==> src/rtl/sci_pkg.sv <==
package sci_pkg;

    localparam int ADDR_W  = 7;
    localparam int DATA_W  = 8;
    localparam int FRAME_W = ADDR_W + 1 + DATA_W;
    localparam int HDR_W   = ADDR_W + 1;

    // configuration bit positions (decoded by neighbours, so fixed)
    localparam int CB_RUN   = 0;
    localparam int CB_LOCK  = 1;
    localparam int CB_RATE  = 2;
    localparam int CB_SPARE = 3;
    localparam int CB_SYNC  = 4;
    localparam int CB_CLEAR = 5;
    localparam int CB_MODE  = 6;
    localparam int CB_PHASE = 7;

    // bits that are held in the configuration register
    localparam logic [DATA_W-1:0] CFG_KEEP =
        DATA_W'((1 << CB_RUN) | (1 << CB_LOCK) | (1 << CB_RATE) |
                (1 << CB_SPARE) | (1 << CB_MODE));

    typedef enum logic [2:0] {
        ST_IDLE,
        ST_HEADER,
        ST_PAYLOAD,
        ST_COMPLETE,
        ST_OVERRUN
    } frame_st_e;

endpackage

==> src/rtl/sci_sync.sv <==
module sci_sync #(
    parameter int          W       = 3,
    parameter logic [W-1:0] RST_VAL = '0
) (
    input  logic         clk,
    input  logic         rst_n,
    input  logic [W-1:0] pin_in,
    output logic [W-1:0] lvl,
    output logic [W-1:0] rise,
    output logic [W-1:0] fall
);
    generate
        for (genvar g = 0; g < W; g++) begin : g_bit
            logic s1_q, s2_q, s3_q;
            always_ff @(posedge clk or negedge rst_n) begin
                if (!rst_n) begin
                    s1_q <= RST_VAL[g];
                    s2_q <= RST_VAL[g];
                    s3_q <= RST_VAL[g];
                end else begin
                    s1_q <= pin_in[g];
                    s2_q <= s1_q;
                    s3_q <= s2_q;
                end
            end
            assign lvl[g]  = s2_q;
            assign rise[g] = s2_q & ~s3_q;
            assign fall[g] = ~s2_q & s3_q;
        end
    endgenerate
endmodule

==> src/rtl/sci_frame.sv <==
module sci_frame
    import sci_pkg::*;
(
    input  logic                clk,
    input  logic                rst_n,
    input  logic                cs_fall,
    input  logic                cs_rise,
    input  logic                sclk_rise,
    input  logic                sclk_fall,
    input  logic                din_s,
    input  logic [DATA_W-1:0]   rd_data,
    output logic [ADDR_W-1:0]   rd_addr,
    output logic [FRAME_W-1:0]  word,
    output logic                commit,
    output logic                dout,
    output logic                dout_en
);
    localparam int CNT_W = $clog2(FRAME_W + 2);

    frame_st_e          st_q, st_d;
    logic [CNT_W-1:0]   cnt_q;
    logic [FRAME_W-1:0] rx_q;
    logic [DATA_W-1:0]  tx_q;
    logic               commit_q;
    logic               hdr_last, pay_last, rd_req;

    assign hdr_last = sclk_rise && (cnt_q == CNT_W'(HDR_W - 1));
    assign pay_last = sclk_rise && (cnt_q == CNT_W'(FRAME_W - 1));
    // address becomes complete with the bit arriving on this edge
    assign rd_addr  = {rx_q[ADDR_W-2:0], din_s};
    assign rd_req   = rx_q[ADDR_W-1];

    // state register
    always_ff @(posedge clk or negedge rst_n) begin
        if (!rst_n) st_q <= ST_IDLE;
        else        st_q <= st_d;
    end

    // transitions: start, header_done, payload_done, overrun, end
    always_comb begin
        st_d = st_q;
        unique case (st_q)
            ST_IDLE:     if (cs_fall)       st_d = ST_HEADER;
            ST_HEADER:   if (cs_rise)       st_d = ST_IDLE;
                         else if (hdr_last) st_d = ST_PAYLOAD;
            ST_PAYLOAD:  if (cs_rise)       st_d = ST_IDLE;
                         else if (pay_last) st_d = ST_COMPLETE;
            ST_COMPLETE: if (cs_rise)       st_d = ST_IDLE;
                         else if (sclk_rise) st_d = ST_OVERRUN;
            ST_OVERRUN:  if (cs_rise)       st_d = ST_IDLE;
            default:                        st_d = ST_IDLE;
        endcase
    end

    // outputs and datapath
    always_ff @(posedge clk or negedge rst_n) begin
        if (!rst_n) begin
            cnt_q    <= '0;
            rx_q     <= '0;
            tx_q     <= '0;
            commit_q <= 1'b0;
        end else begin
            commit_q <= (st_q == ST_COMPLETE) && cs_rise;
            unique case (st_q)
                ST_IDLE: begin
                    if (cs_fall) begin
                        cnt_q <= '0;
                        tx_q  <= '0;
                    end
                end
                ST_HEADER: begin
                    if (sclk_rise && !cs_rise) begin
                        rx_q  <= {rx_q[FRAME_W-2:0], din_s};
                        cnt_q <= cnt_q + 1'b1;
                        if (hdr_last)
                            tx_q <= rd_req ? rd_data : '0;
                    end
                end
                ST_PAYLOAD: begin
                    if (sclk_rise && !cs_rise) begin
                        rx_q  <= {rx_q[FRAME_W-2:0], din_s};
                        cnt_q <= cnt_q + 1'b1;
                    end
                    // first payload bit is already on the line: shift from the 2nd
                    if (sclk_fall && cnt_q > CNT_W'(HDR_W))
                        tx_q <= {tx_q[DATA_W-2:0], 1'b0};
                end
                ST_COMPLETE, ST_OVERRUN: ;
                default: ;
            endcase
        end
    end

    assign word    = rx_q;
    assign commit  = commit_q;
    assign dout    = tx_q[DATA_W-1];
    assign dout_en = (st_q != ST_IDLE);
endmodule

==> src/rtl/sci_regfile.sv <==
module sci_regfile
    import sci_pkg::*;
#(
    parameter logic [ADDR_W-1:0] CFG_ADDR = 7'h04,
    parameter int                CLR_LO   = 'h20,
    parameter int                CLR_HI   = 'h7F
) (
    input  logic               clk,
    input  logic               rst_n,
    input  logic               commit,
    input  logic [FRAME_W-1:0] word,
    input  logic [ADDR_W-1:0]  rd_addr,
    input  logic               blink_phase,
    output logic [DATA_W-1:0]  rd_data,
    output logic [DATA_W-1:0]  cfg,
    output logic               clr_stb,
    output logic               sync_stb
);
    localparam int DEPTH = 1 << ADDR_W;

    logic [DATA_W-1:0] mem_q [DEPTH];
    logic [DATA_W-1:0] cfg_q;
    logic              clr_q, sync_q;
    logic              wr, cfg_hit, accept;
    logic [ADDR_W-1:0] wa;
    logic [DATA_W-1:0] wd;

    assign wr      = commit && !word[FRAME_W-1];
    assign wa      = word[FRAME_W-2:DATA_W];
    assign wd      = word[DATA_W-1:0];
    assign cfg_hit = (wa == CFG_ADDR);
    assign accept  = !cfg_q[CB_LOCK] || !wd[CB_LOCK];

    always_ff @(posedge clk or negedge rst_n) begin
        if (!rst_n) begin
            cfg_q  <= '0;
            clr_q  <= 1'b0;
            sync_q <= 1'b0;
            for (int i = 0; i < DEPTH; i++) mem_q[i] <= '0;
        end else begin
            clr_q  <= 1'b0;
            sync_q <= 1'b0;
            if (wr && cfg_hit) begin
                if (accept) begin
                    cfg_q  <= wd & CFG_KEEP;
                    clr_q  <= wd[CB_CLEAR];
                    sync_q <= wd[CB_SYNC];
                    if (wd[CB_CLEAR])
                        for (int i = CLR_LO; i <= CLR_HI; i++) mem_q[i] <= '0;
                end
            end else if (wr) begin
                mem_q[wa] <= wd;
            end
        end
    end

    always_comb begin
        if (rd_addr == CFG_ADDR) begin
            rd_data           = cfg_q;
            rd_data[CB_PHASE] = blink_phase;
        end else begin
            rd_data = mem_q[rd_addr];
        end
    end

    assign cfg      = cfg_q;
    assign clr_stb  = clr_q;
    assign sync_stb = sync_q;
endmodule

==> src/rtl/serial_cfg_regif.sv <==
module serial_cfg_regif
    import sci_pkg::*;
#(
    parameter logic [ADDR_W-1:0] CFG_ADDR = 7'h04,
    parameter int                CLR_LO   = 'h20,
    parameter int                CLR_HI   = 'h7F
) (
    input  logic clk,
    input  logic rst_n,
    input  logic cs_n,
    input  logic sclk,
    input  logic din,
    input  logic blink_phase,
    output logic dout,
    output logic dout_en,
    output logic cfg_normal,
    output logic cfg_locked,
    output logic cfg_blink_fast,
    output logic cfg_mode_wide,
    output logic digit_clr_stb,
    output logic blink_sync_stb
);
    logic [2:0]         lvl, rise, fall;
    logic [DATA_W-1:0]  rd_data, cfg;
    logic [ADDR_W-1:0]  rd_addr;
    logic [FRAME_W-1:0] word;
    logic               commit;

    // bit 0: cs_n, bit 1: sclk, bit 2: din
    sci_sync #(.W(3), .RST_VAL(3'b001)) u_sync (
        .clk    (clk),
        .rst_n  (rst_n),
        .pin_in ({din, sclk, cs_n}),
        .lvl    (lvl),
        .rise   (rise),
        .fall   (fall)
    );

    sci_frame u_frame (
        .clk       (clk),
        .rst_n     (rst_n),
        .cs_fall   (fall[0]),
        .cs_rise   (rise[0]),
        .sclk_rise (rise[1]),
        .sclk_fall (fall[1]),
        .din_s     (lvl[2]),
        .rd_data   (rd_data),
        .rd_addr   (rd_addr),
        .word      (word),
        .commit    (commit),
        .dout      (dout),
        .dout_en   (dout_en)
    );

    sci_regfile #(.CFG_ADDR(CFG_ADDR), .CLR_LO(CLR_LO), .CLR_HI(CLR_HI)) u_regs (
        .clk         (clk),
        .rst_n       (rst_n),
        .commit      (commit),
        .word        (word),
        .rd_addr     (rd_addr),
        .blink_phase (blink_phase),
        .rd_data     (rd_data),
        .cfg         (cfg),
        .clr_stb     (digit_clr_stb),
        .sync_stb    (blink_sync_stb)
    );

    assign cfg_normal     = cfg[CB_RUN];
    assign cfg_locked     = cfg[CB_LOCK];
    assign cfg_blink_fast = cfg[CB_RATE];
    assign cfg_mode_wide  = cfg[CB_MODE];

    logic unused_ok;
    assign unused_ok = ^{lvl[1:0], rise[2], fall[2], cfg[CB_SPARE], cfg[CB_SYNC], cfg[CB_CLEAR], cfg[CB_PHASE]};
endmodule

==> config.mk <==
export PLATFORM = sky130hd
export DESIGN_NAME = serial_cfg_regif
export DESIGN_NICKNAME = d
export VERILOG_FILES = /design/src/rtl/sci_pkg.sv /design/src/rtl/sci_sync.sv /design/src/rtl/sci_frame.sv /design/src/rtl/sci_regfile.sv /design/src/rtl/serial_cfg_regif.sv
export SDC_FILE = /design/constraint.sdc
export NUM_CORES = 2
export LEC_CHECK = 0
export CORE_UTILIZATION = 50
export DETAILED_ROUTE_END_ITERATION = 6
export DONT_BUFFER_PORTS = 1
export GPL_TIMING_DRIVEN = 0
export PLACE_DENSITY = 0.73
export SETUP_SLACK_MARGIN = 0.2
export SLEW_MARGIN = 5
export SYNTH_ARGS = -nofsm -noshare
export SYNTH_HDL_FRONTEND = slang
export SYNTH_SLANG_ARGS = --single-unit
==> constraint.sdc <==
create_clock -name clk -period 4.3 [get_ports clk]
set_clock_uncertainty 0.15 [all_clocks]
set_input_delay 0.215 -clock clk [delete_from_list [all_inputs] [get_ports clk]]
set_output_delay 0.215 -clock clk [all_outputs]
set_load 0.02 [all_outputs]
Yosys cells after proc, flatten, opt, wreduce, memory -nomap -nowiden
Index checks and enable logic that the tools add are counted.
- eq/ne operators: 19
- order comparisons: 4
- reductions and logical operators: 26
- bitwise gates (word level): 11
- mux-type cells: 33
- add/subtract/negate cells: 1
- operator list (cell ; count):
    $mux 768 ; 4
    $bwmux 1024 ; 1
    $mux 8 ; 9
    $bmux 8 s7 ; 1
    $demux 8 s7 ; 1
    $mux 3 ; 8
    $pmux 8 s3 ; 1
    $ge 8x8->1 const B ; 2
    $not 7->8 ; 2
    $pmux 3 s5 ; 1
    $eq 7x3->1 const B ; 2
    $ne 2x1->1 const B ; 7
    $mux 5 ; 2
    $pmux 5 s2 ; 1
    $reduce_and 5->1 ; 2
    $ne 3x1->1 const B ; 3
    $logic_and 1x1->1 ; 8
    $lt 8x1->1 const B ; 1
    $eq 3x2->1 const B ; 2
    $reduce_and 2->1 ; 3
    $reduce_and 3->1 ; 2
    $reduce_bool 3->1 ; 2
    $add 5x1->5 const B ; 1
    $eq 5x3->1 const B ; 1
    other kinds (13) ; 27
- word-level logic and storage cells: 238
- flip-flop bits (word level): 1072

Depth between registers and ports, before layout
- depth after elaboration: 9
- depth in mapped cells: 12

Cells and area by module
A second synthesis with hierarchy kept.
- cells, all modules: 3532
- area, all modules: 49767.7 um2
- by module, submodules not included (module ; sequential area each (um2) ; instances ; area each (um2) ; cells an instance):
    sci_regfile ; 25799.7 ; 1 ; 47730.8 ; 3379
    sci_frame ; 825.8 ; 1 ; 1747.9 ; 135
    sci_sync ; 229.0 ; 1 ; 289.0 ; 18

Worst setup path after synthesis
Ideal clock, no wire load.
- kind: reg-to-reg
- start point: reg u_sync.g_bit[2].s2_q
- end point: reg u_frame.tx_q[1]
- period minus slack after synthesis: 2.506 ns
- path slack: 1.794 ns
- cell stages (with the launch flop): 10
- arrival time: 2.218 ns
- setup time: 0.139 ns
- cells stage by stage: dfrtp_1 -> buf_6 -> buf_12 -> buf_6 -> mux4_2 -> a221oi_1 -> o22ai_1 -> a21oi_1 -> nor2_1 -> or4_1
- word-level cells in the longest chain between the ends: 9
- elaborated cells on any way between the ends: 10
- RTL lines (what ; line ; source):
    start: declaration ; sci_sync.sv:14 ; logic s1_q, s2_q, s3_q;
    start signal: assignment ; sci_sync.sv:18 ; s2_q <= RST_VAL[g];
    start signal: assignment ; sci_sync.sv:22 ; s2_q <= s1_q;
    $not 7->8 (implied by the code) ; sci_regfile.sv:62 ; rd_data = mem_q[rd_addr];
    $bmux 8 s7 ; sci_regfile.sv:62 ;
    $mux 8 (implied by the code) (2 in a row) ; sci_regfile.sv:62 ;
    $mux 8 (*) ; sci_regfile.sv:58 ; if (rd_addr == CFG_ADDR) begin
    $mux 8 (*) ; sci_frame.sv:76 ; tx_q <= rd_req ? rd_data : '0;
    $mux 8 (*) ; sci_frame.sv:75 ; if (hdr_last)
    $mux 8 (*) ; sci_frame.sv:72 ; if (sclk_rise && !cs_rise) begin
    $pmux 8 s3 (*) ; sci_frame.sv:64 ; unique case (st_q)
    end signal: assignment ; sci_frame.sv:76 ;
    end signal: assignment ; sci_frame.sv:86 ; tx_q <= {tx_q[DATA_W-2:0], 1'b0};
    end: declaration ; sci_frame.sv:23 ; logic [DATA_W-1:0] tx_q;
Every way passes the cells marked *; elsewhere a longest branch is shown, timed or not. The select of a mux whose other input is x is not followed.
A chain may end at the register's enable or synchronous reset.

Worst setup path in the final report
- start point: reg u_frame.rx_q[1], in the netlist u_frame.word[1]
- end point: reg u_frame.tx_q[2]
- word-level cells in the longest chain between the ends: 9
- elaborated cells on any way between the ends: 10
- RTL lines (what ; line ; source):
    start: declaration ; sci_frame.sv:22 ; logic [FRAME_W-1:0] rx_q;
    start signal: assignment ; sci_frame.sv:73 ; rx_q <= {rx_q[FRAME_W-2:0], din_s};
    start signal: assignment ; sci_frame.sv:81 ; rx_q <= {rx_q[FRAME_W-2:0], din_s};
    $not 7->8 (implied by the code) ; sci_regfile.sv:62 ;
    $bmux 8 s7 ; sci_regfile.sv:62 ;
    $mux 8 (implied by the code) (2 in a row) ; sci_regfile.sv:62 ;
    $mux 8 (*) ; sci_regfile.sv:58 ;
    $mux 8 (*) ; sci_frame.sv:76 ;
    $mux 8 (*) ; sci_frame.sv:75 ;
    $mux 8 (*) ; sci_frame.sv:72 ;
    $pmux 8 s3 (*) ; sci_frame.sv:64 ;
Marked as above.

==> impl_metrics.tcl <==
set metrics [dict create \
    antenna_left 0 \
    violations "hold timing, capacitance limit, slew limit, setup timing" \
    worst_setup_path_end_kind "flop" \
    cts_tree "built" \
    drive_gt1_frac 0.197 \
    grt_overflow_total 0 \
    setup_slack_ns -0.207 \
    yosysUniqueCellTypes 70 \
    grt_pass1_wl_um 273000 \
    finalSetupViolCount 13 \
    synthAdderAreaFrac 0.000777 \
    tightestPinTransition_ns 1.53 \
    timing.rr.start "u_frame.word[1]" \
    powerDensity_nw_per_um2 474 \
    vias 38800 \
    row_count 113 \
    wire_per_inst_um 34.5 \
    worstSetupStartpoint "u_frame.word[1]" \
    cts_num_sinks 1072 \
    antenna_found_initial 10 \
    viasPerCell 6.93 \
    worst_slew_margin_rel -0.0291 \
    cp_data_required_time_ns 4.82 \
    setup-tns-final_ns -0.570 \
    io_buffers 0 \
    async_flop_share 1.00 \
    path_max_fanout 10 \
    synth-edff-count 0 \
    core-area_um2 95400 \
    hold_path.class "in -> async" \
    synth_warnings 0 \
    finalCritPeriodShare 1.05 \
    drv_slew 9 \
    grt_max_degree 1073 \
    status "finished, violations left" \
    numCtsBuffers 111 \
    die-area_um2 97900 \
    synth_nets 4108 \
    yosysSeqAreaShare 0.555 \
    boundaryPins 14 \
    cts.clk_slew.worst_paths_ns 0.06 \
    clk_path_buf_depth 3 \
    cp-start-kind "flop" \
    cts-root-buf "clkbuf_16" \
    critical-path-max-stage-delay_ns 0.77 \
    track_usage 0.395 \
    drcViolationCount 0 \
    worstPathCellList "inv_2 -> buf_4 -> clkbuf_2 -> clkbuf_2 -> a21oi_1 -> nor3_1 -> o21ai_0 -> a21oi_1 -> nand3b_1" \
    drt_first_pass_iters 6 \
    drt_first_iter_violations 6262 \
    synth_top_family_by_area "multiplexers" \
    synthXorXnorAreaFrac 0.000181 \
    synthFlopType "dfrtp_1" \
    fmax_mhz 222 \
    layout_min_cycle_time_ns 4.51 \
    htreeDepth 3 \
    gp_congestion 1.06 \
    die_w_um 313 \
    syn-instance-count 4099 \
    nets 4239 \
    synth_area_um2 48300 \
    cap_viol_max_count 1 \
    synth-simple-area-share 0.0805 \
    p_leak_nw 24.3 \
    initial_core_util 0.506 \
    die_y_um 313 \
    clk_latency_ns 0.73 \
    cp_data_arrival_time_ns 5.02 \
    synth_area_per_cell_um2 11.8 \
    hold_viol 25 \
    place_hpwl_um 128000 \
    rsz0062_at_grt "yes" \
    worst-setup-path-type "reg -> reg" \
    whs_ns -0.0661 \
    grt_pass1_vias 37200 \
    routed_wl_um 193000 \
    synth.area.mux_share 0.184 \
    irDropWorstVdd_v 0.000364 \
    crit_slowest_cell "nor3_1" \
    postCtsSetupBuffers 0 \
    area_delta_synth_final_pct 12.0 \
    ys_seq_elements 1072 \
    synth-compound-area-share 0.146 \
]
==> cell usage after synthesis (3+ instances only) <==
cell type	instances	area [um^2]
inv_1	81	304
o21ai_2	57	499
mux2_2	270	3040
o221ai_1	49	429
o21ai_0	557	2790
buf_4	20	150
nor4_1	5	31.3
nand2_1	709	2660
a211o_1	4	35.0
a21oi_1	48	240
mux4_2	190	4280
a22o_1	196	1720
buf_1	16	60.1
nand2b_1	11	68.8
buf_6	23	259
clkbuf_1	188	706
a31oi_1	9	56.3
o22ai_1	31	194
o211ai_1	5	37.5
mux2i_1	158	1580
and3_1	8	50.1
nor3_1	26	130
nand3_1	16	80.1
o2111ai_1	4	35.0
nor2_2	31	194
a221oi_1	21	184
or4_1	3	22.5
a22oi_1	19	143
and2_1	17	106
o31ai_1	5	37.5
o21ai_1	89	445
buf_2	21	105
nor2b_1	14	87.6
nor2_1	77	289
dfrtp_1	1069	26800
dfstp_2	3	78.8
ha_1	3	37.5
or2_2	4	25.0
a211oi_1	3	22.5
==> flip-flops by register name (all words and copies together), names as in the netlist <==
signal,count
u_regs.clr_stb,1
u_sync.g_bit.s2_q,3
u_sync.g_bit.s3_q,2
u_frame.st_q,3
u_regs.sync_stb,1
u_regs.mem_q,1024
u_frame.cnt_q,5
u_frame.word,16
u_frame.commit,1
u_frame.tx_q,8
u_sync.g_bit.s1_q,3
u_regs.cfg,5
==> layer usage <==
layer | share of wire | vias up | track usage
met5 | 0.0010 | - | 0
met4 | 0.088 | 18 | 0.286
met3 | 0.16 | 866 | 0.194
met2 | 0.40 | 3108 | 0.522
met1 | 0.35 | 19600 | 0.499
li1 | - | 15100 | -
==> worst paths after layout <==
path / to / slack (ns) / cells after the start
min reg2reg: u_sync.g_bit[0].s2_q / 0.21 / 0
min: u_regs.mem_q[436] / -0.07 / 2
max: u_frame.tx_q[2] / -0.21 / 9
max in group asynchronous: u_regs.mem_q[171] / 0.88 / 5
min in group clk: u_frame.tx_q[7] / 0.17 / 2
max reg2reg: u_frame.tx_q[2] / -0.21 / 9
==> logic make-up (layout without fill, tap and decap cells) <==
kind of cell    Yosys count  in the layout
buf+inv                 352            570
compound gates         1116           1116
flops                  1072           1072
fa+ha+maj                 3              3
other cells               0             13
mux                     618            618
xor+xnor                  1              1
simple gates            937            937
==> area by class of cell <==
type | instances | area, um^2
well taps | 1265 | 1580
clock buffers | 165 | 3290
fillers | 7878 | 41300
plain buffers | 270 | 1410
repair buffers | 18 | 305
diodes | 13 | 32.5
multi-input cells | 2675 | 20000
clock inverters | 35 | 412
flip-flops and latches | 1072 | 26800
inverters | 82 | 308
==> power breakdown <==
| group | switching, mW | total [mW] | internal, mW | leakage [nW] |
|---|---|---|---|---|
| logic | 4.46 | 5.56 | 1.10 | 7.57 |
| clock network | 4.26 | 9.91 | 5.65 | 1.82 |
| registers | 0.0559 | 10.2 | 10.1 | 15.0 |
==> metrics by stage <==
step	total power [mW]	instances	setup slack (ns)	cell area (um^2)	util
2_1_floorplan	12.4	4099	1.79	48300	-
5_1_grt	25.8	5582	0.0416	54100	0.567
3_5_place_dp	15.1	5368	-0.685	50000	0.524
6_report	25.7	5595	-0.207	54100	0.567
3_3_place_gp	15.1	5364	-0.714	49900	0.523
4_1_cts	24.8	5575	0.131	53900	0.564
==> worst max-delay path, delay by kind of cell (launching register included) <==
family	cells	cell delay, ns
and+or+nand+nor	2	0.92
buffers and inverters	4	2.17
DFF	1	0.44
AOI/OAI and AO/OA	3	0.69
==> repair_timing <==
item                                     CTS  global route
cloned                                     0             0
hold buffers                               7             2
endpoints found under the setup margin    47           489
gates resized for setup                   34            19
hold endpoints to repair                1076           486
==> cell usage in the layout (no fill, tap or decap), types with 25 or more instances in the layout <==
cell type	netlist	layout
dfrtp_1	1069	1069
a21oi_1	48	48
o21ai_2	57	57
buf_6	23	26
a22o_1	196	196
nor2_1	77	73
mux2i_1	158	156
clkbuf_8	0	25
mux2_2	270	270
o21ai_1	89	89
inv_1	81	81
o22ai_1	31	31
clkbuf_1	188	196
o21ai_0	557	557
nor2_2	31	35
clkbuf_16	0	114
nand2_1	709	709
mux4_2	190	190
o221ai_1	49	49
Note: power is estimated with default switching activity, not from simulation.
